`src/rtl/macc_pkg.sv`:
```
package macc_pkg;

    // Row count after one 3:2 level (groups of three become two rows).
    function automatic int tree_next(input int n);
        if (n <= 2) return n;
        return 2 * (n / 3) + (n % 3);
    endfunction

    // Row count at reduction level k, starting from n0 rows.
    function automatic int tree_count(input int n0, input int k);
        int n;
        n = n0;
        for (int j = 0; j < k; j++) n = tree_next(n);
        return n;
    endfunction

    // Number of levels needed to reach two rows.
    function automatic int tree_levels(input int n0);
        int n;
        int lv;
        n  = n0;
        lv = 0;
        while (n > 2) begin
            n  = tree_next(n);
            lv = lv + 1;
        end
        return lv;
    endfunction

    // Full-adder groups used in all levels below k (global carry-slot base).
    function automatic int groups_before(input int n0, input int k);
        int s;
        s = 0;
        for (int j = 0; j < k; j++) s = s + tree_count(n0, j) / 3;
        return s;
    endfunction

endpackage

```
`src/rtl/macc_csa_row.sv`:
```
module macc_csa_row #(
    parameter int W = 16
) (
    input  logic [W-1:0] x,
    input  logic [W-1:0] y,
    input  logic [W-1:0] z,
    input  logic         fill,
    output logic [W-1:0] s,
    output logic [W-1:0] c
);
    logic [W-1:0] maj;
    logic         unused_msb;

    assign s          = x ^ y ^ z;
    assign maj        = (x & y) | (x & z) | (y & z);
    // carry moves up one column; the vacated LSB takes a single-bit addend
    assign c          = {maj[W-2:0], fill};
    assign unused_msb = maj[W-1];
endmodule

```
`src/rtl/macc_term_rows.sv`:
```
module macc_term_rows #(
    parameter int OUT_W  = 16,
    parameter int AW     = 8,
    parameter int BW     = 8,
    parameter int A_SLOT = 8,
    parameter int B_SLOT = 8,
    parameter bit MUL    = 1'b1,
    parameter bit SGN    = 1'b0,
    parameter bit SUB    = 1'b0,
    parameter int NROWS  = 8
) (
    input  logic [A_SLOT-1:0]            a_slot,
    input  logic [B_SLOT-1:0]            b_slot,
    output logic [NROWS-1:0][OUT_W-1:0]  rows
);
    localparam bit SWAP = (BW > AW);
    localparam int MC_W = SWAP ? BW : AW;
    localparam int MP_W = SWAP ? AW : BW;

    logic [NROWS-1:0][OUT_W-1:0] raw;
    logic                        unused_term;

    assign unused_term = ^{a_slot, b_slot};

    generate
        if (MUL) begin : g_mul
            logic [MC_W-1:0]  mc;
            logic [MP_W-1:0]  mp;
            logic [OUT_W-1:0] mc_ext;

            if (SWAP) begin : g_swap
                assign mc = b_slot[BW-1:0];
                assign mp = a_slot[AW-1:0];
            end else begin : g_keep
                assign mc = a_slot[AW-1:0];
                assign mp = b_slot[BW-1:0];
            end

            assign mc_ext = OUT_W'({{64{SGN & mc[MC_W-1]}}, mc});

            for (genvar i = 0; i < MP_W; i++) begin : g_pp
                if (SGN && (i == MP_W - 1)) begin : g_neg
                    // negative-weight row: inverted shifted multiplicand plus mp[i] at column i
                    assign raw[i]    = {OUT_W{mp[i]}} & ((~mc_ext) << i);
                    assign raw[MP_W] = {{(OUT_W-1){1'b0}}, mp[i]} << i;
                end else begin : g_pos
                    assign raw[i] = {OUT_W{mp[i]}} & (mc_ext << i);
                end
            end
        end else begin : g_add
            assign raw[0] = OUT_W'({{64{SGN & a_slot[AW-1]}}, a_slot[AW-1:0]});
        end

        for (genvar r = 0; r < NROWS; r++) begin : g_sub
            // subtraction: invert here, the +1 per row is gathered in the constant row
            assign rows[r] = SUB ? ~raw[r] : raw[r];
        end
    endgenerate
endmodule

```
`src/rtl/macc_csa_tree.sv`:
```
module macc_csa_tree
    import macc_pkg::*;
#(
    parameter int OUT_W = 16,
    parameter int NR    = 4
) (
    input  logic [NR-1:0][OUT_W-1:0] rows_in,
    input  logic [NR-2:0]            slot,
    output logic [OUT_W-1:0]         fin_x,
    output logic [OUT_W-1:0]         fin_y
);
    localparam int LV = tree_levels(NR);

    logic [NR-1:0][OUT_W-1:0] lvl [LV+1];
    logic                     unused_tree;

    assign lvl[0] = rows_in;

    generate
        for (genvar k = 0; k < LV; k++) begin : g_lvl
            localparam int N    = tree_count(NR, k);
            localparam int G    = N / 3;
            localparam int R    = N % 3;
            localparam int BASE = groups_before(NR, k);
            localparam int NN   = 2 * G + R;

            for (genvar g = 0; g < G; g++) begin : g_grp
                macc_csa_row #(.W(OUT_W)) u_row (
                    .x    (lvl[k][3*g]),
                    .y    (lvl[k][3*g+1]),
                    .z    (lvl[k][3*g+2]),
                    .fill (slot[BASE+g]),
                    .s    (lvl[k+1][2*g]),
                    .c    (lvl[k+1][2*g+1])
                );
            end
            for (genvar r = 0; r < R; r++) begin : g_pass
                assign lvl[k+1][2*G+r] = lvl[k][3*G+r];
            end
            for (genvar j = NN; j < NR; j++) begin : g_zero
                assign lvl[k+1][j] = '0;
            end
        end
    endgenerate

    assign fin_x       = lvl[LV][0];
    assign fin_y       = lvl[LV][1];
    assign unused_tree = ^{lvl[LV], slot};
endmodule

```
`src/rtl/macc_array.sv`:
```
module macc_array
    import macc_pkg::*;
#(
    parameter int       OUT_W  = 16,
    parameter int       NPORT  = 5,
    parameter int       A_SLOT = 12,
    parameter int       B_SLOT = 8,
    parameter int       NBIT   = 3,
    parameter int       A_W [NPORT] = '{8, 6, 12, 10, 4},
    parameter int       B_W [NPORT] = '{8, 5, 1, 1, 7},
    parameter bit [NPORT-1:0] IS_MUL = 5'b10011,
    parameter bit [NPORT-1:0] IS_SGN = 5'b10110,
    parameter bit [NPORT-1:0] IS_SUB = 5'b01010
) (
    input  logic [NPORT*A_SLOT-1:0] a_in,
    input  logic [NPORT*B_SLOT-1:0] b_in,
    input  logic [NBIT-1:0]         bit_in,
    output logic [OUT_W-1:0]        y
);
    function automatic int rows_of(input int p);
        int mw;
        mw = (A_W[p] < B_W[p]) ? A_W[p] : B_W[p];
        return IS_MUL[p] ? (mw + int'(IS_SGN[p])) : 1;
    endfunction

    function automatic int base_of(input int p);
        int s;
        s = 0;
        for (int q = 0; q < p; q++) s = s + rows_of(q);
        return s;
    endfunction

    function automatic int const_ones();
        int s;
        s = 0;
        for (int q = 0; q < NPORT; q++) if (IS_SUB[q]) s = s + rows_of(q);
        return s;
    endfunction

    localparam int NR_PORTS = base_of(NPORT);
    localparam int CONST_V  = const_ones();
    localparam int NR0      = NR_PORTS + 1;
    localparam int NEXTRA   = (NBIT > NR0 - 1) ? (NBIT - (NR0 - 1)) : 0;
    localparam int NR       = NR0 + NEXTRA;
    localparam int NSLOT    = NR - 1;

    logic [NR-1:0][OUT_W-1:0] rows0;
    logic [NSLOT-1:0]         slot_bits;
    logic [OUT_W-1:0]         fin_x;
    logic [OUT_W-1:0]         fin_y;

    generate
        for (genvar p = 0; p < NPORT; p++) begin : g_port
            localparam int BASE = base_of(p);
            localparam int NRW  = rows_of(p);
            macc_term_rows #(
                .OUT_W  (OUT_W),
                .AW     (A_W[p]),
                .BW     (B_W[p]),
                .A_SLOT (A_SLOT),
                .B_SLOT (B_SLOT),
                .MUL    (IS_MUL[p]),
                .SGN    (IS_SGN[p]),
                .SUB    (IS_SUB[p]),
                .NROWS  (NRW)
            ) u_term (
                .a_slot (a_in[p*A_SLOT +: A_SLOT]),
                .b_slot (b_in[p*B_SLOT +: B_SLOT]),
                .rows   (rows0[BASE +: NRW])
            );
        end

        for (genvar e = 0; e < NEXTRA; e++) begin : g_xrow
            assign rows0[NR_PORTS+e] = {{(OUT_W-1){1'b0}}, bit_in[e]};
        end

        for (genvar s = 0; s < NSLOT; s++) begin : g_slot
            if (NEXTRA + s < NBIT) begin : g_used
                assign slot_bits[s] = bit_in[NEXTRA+s];
            end else begin : g_idle
                assign slot_bits[s] = 1'b0;
            end
        end
    endgenerate

    // gathered +1 corrections of all subtracted rows
    assign rows0[NR-1] = OUT_W'(CONST_V);

    macc_csa_tree #(.OUT_W(OUT_W), .NR(NR)) u_tree (
        .rows_in (rows0),
        .slot    (slot_bits),
        .fin_x   (fin_x),
        .fin_y   (fin_y)
    );

    // last free slot is the carry-in of the final adder
    assign y = fin_x + fin_y + {{(OUT_W-1){1'b0}}, slot_bits[NSLOT-1]};
endmodule

```
`config.mk`:
```
export PLATFORM = sky130hd
export DESIGN_NAME = macc_array
export DESIGN_NICKNAME = d
export VERILOG_FILES = /design/src/rtl/macc_pkg.sv /design/src/rtl/macc_csa_row.sv /design/src/rtl/macc_term_rows.sv /design/src/rtl/macc_csa_tree.sv /design/src/rtl/macc_array.sv
export SDC_FILE = /design/constraint.sdc
export NUM_CORES = 1
export LEC_CHECK = 0
export ABC_AREA = 1
export BUFFER_PORTS_ARGS = -buffer_cell sky130_fd_sc_hd__buf_4
export CORE_MARGIN = 2
export CORE_UTILIZATION = 60
export DETAILED_ROUTE_END_ITERATION = 10
export PLACE_DENSITY = 0.89
export SLEW_MARGIN = 20
export SYNTH_ARGS = -nofsm -noshare
export SYNTH_HDL_FRONTEND = slang
export SYNTH_HIERARCHICAL = 1
export SYNTH_SLANG_ARGS = --single-unit
```
`constraint.sdc`:
```
create_clock -name vclk -period 8.1
set_input_delay 0.81 -clock vclk [all_inputs]
set_output_delay 0.81 -clock vclk [all_outputs]
set_load 0.02 [all_outputs]
```
==> run metrics <==
outcome=completed; Worst EP arrival=6.56 ns; Residual DRC=0; wire length of the first global-routing pass=31.6 mm; Synth-to-Final Area Change=-3.37%; Data required, critical path=7.29 ns; Synth Area in Adders=60.6%; highest metal used=met4; antenna violations before repair=0; CP dominant cell by count=fa_1; DR WL met2=10.7 mm; post-route minimum period=7.37 ns; setup TNS=0 ns; Die Wd=135 um; WL met1=5.94 mm; I/O Pins=119; relative slew slack=33.1%; Row Count=47; crit-path cells=buf_4 -> inv_1 -> nor2_1 -> fa_1 -> fa_1 -> fa_1 -> fa_1 -> fa_1 -> fa_1 -> fa_1 -> ha_1 -> nand2_1 -> inv_1 -> nand2_1 -> nand2_1 -> a21oi_2 -> nand2_1 -> nand2_1 -> nand2_1 -> buf_4; Synth Warn #=6; Layout Nets=1531; layout cells sized above 1=8.47%; Crit. End Element=output pin; number of antenna diodes=0; max cap viols=0; Final Hold Fails=0; xor-xnor portion of the synthesized cell area=0.683%; worst slew pin tran=1.00 ns; crit path launch type=input port; # port buffers=79; cts-stage hold buffer count=0; WHS=2.77 ns; Initial Util=61.6%; Post-Synth Simple-Gate Area=13.8%; Die ar.=0.0182 mm^2; FF+latch area=0 um^2; Seq/Total Area, Yosys=0%; total congestion overflow=0; post-CTS repair timing setup buffer count=0; synth unique cells=20; detailed placement HPWL=16.8 mm; GRT Util Overall=22.0%; Crit Path Category=in -> out; Placer Congestion=0.858; largest net degree at the start of global routing=13; Slowest-stage cell, CP=nor2_1; Slew Limit Fails=0; die height=135 um; largest family of logic cells by synthesized area=adder cells; TritonRoute pass-1 iters=4; crit share post-route=90.9%; vias in the first global route=7097; via count=6162; Top delay family on crit path=adder cells; post-synthesis mux area share=0%; final setup vio count=0; mean post-synth cell area=9.11 um^2; WL/cell=13.5 um; Vias per Instance=4.63; WP buf/inv=4; multi-input logic area=0.00830 mm^2; CP max FO=8; total wire length=17.9 mm; core box area=0.0166 mm^2; PostCTS Resize Cnt=0; count of flip-flops and latches=0; WL met3=625 um; clkbuf count=0; Synth Area in Compound Gates=0.378%; fmax=136 MHz; Synth Cell Area=0.0103 mm^2; Post-DRT Antenna Nets=0; Slowest Stage Delay on Critical Path=0.78 ns; Filler cells=1345; RSZ-0062 raised after global routing=false; hold crit path type=in -> out; Mapped Cells=1126; initial drt markers=213
## tightest hold or removal path, cell delays in order
cell and delay [ns]:
buf_4 0.09, fa_1 0.20, fa_1 0.23, fa_1 0.19, ha_1 0.19, xor2_1 0.10, buf_4 0.15
## path summary, 6_finish.rpt
check | from | to | slack (ns) | cells past startpoint
setup / recovery | a_in[51] | y[13] | 0.73 | 20
hold / removal | a_in[51] | y[6] | 2.77 | 7
## metal layers
metal / vias up / track usage [%]
met4: 0 / 7.25
met2: 156 / 43.7
met5: - / 0
met1: 3138 / 24.8
met3: 46 / 1.39
li1: 2822 / -
## placed cells by master (no fill, tap or decap)
master,instances
xnor2_1,2
inv_1,197
nand3b_1,2
fa_1,301
inv_2,2
nand3_1,29
conb_1,150
or2_1,2
buf_4,79
a21oi_1,6
nand4_1,1
a21oi_2,1
xor2_1,6
nand2_1,288
nor3_2,3
nor2_1,17
nand2_2,8
ha_1,15
and2_4,1
## area by class of cell
| type | count | area share (%) |
|---|---|---|
| inverter | 199 | 7.54 |
| multi-input combinational | 832 | 83.7 |
| tap | 220 | 2.78 |
| timing repair buffer | 79 | 5.98 |
## cell usage after synthesis, types with 2 or more instances
library cell | n | area share, %
a21oi_1 | 6 | 0.29
buf_2 | 16 | 0.78
buf_4 | 223 | 16
conb_1 | 6 | 0.22
fa_1 | 301 | 59
ha_1 | 15 | 1.8
inv_1 | 197 | 7.2
inv_2 | 2 | 0.073
nand2_1 | 288 | 11
nand2_2 | 8 | 0.49
nand3_1 | 29 | 1.4
nand3b_1 | 2 | 0.15
nor2_1 | 17 | 0.62
nor3_2 | 3 | 0.29
or2_1 | 2 | 0.12
xnor2_1 | 2 | 0.17
xor2_1 | 6 | 0.51
## metrics by stage
| stage | std cells | setup slack, ns | util (%) | instance area [um^2] |
|---|---|---|---|---|
| 4_1_cts | 1330 | 0.709 | 59.6 | 9910 |
| 6_report | 1330 | 0.735 | 59.6 | 9910 |
| 2_1_floorplan | 1270 | 1.63 | - | 10800 |
| 3_3_place_gp | 1330 | 0.860 | 59.6 | 9910 |
| 5_1_grt | 1330 | 0.416 | 59.6 | 9910 |
| 3_5_place_dp | 1330 | 0.712 | 59.6 | 9910 |
## cells by family after synthesis
| logic type | count (synthesis) |
|---|---|
| other | 6 |
| and+or+nand+nor | 351 |
| xor gates and xnor gates | 8 |
| buffers and inverters | 438 |
| AOI/OAI and AO/OA | 7 |
| adders and majority gates | 316 |
Power is not shown: default switching activity piles up to over one toggle a cycle in this logic, so the estimate is an artifact.
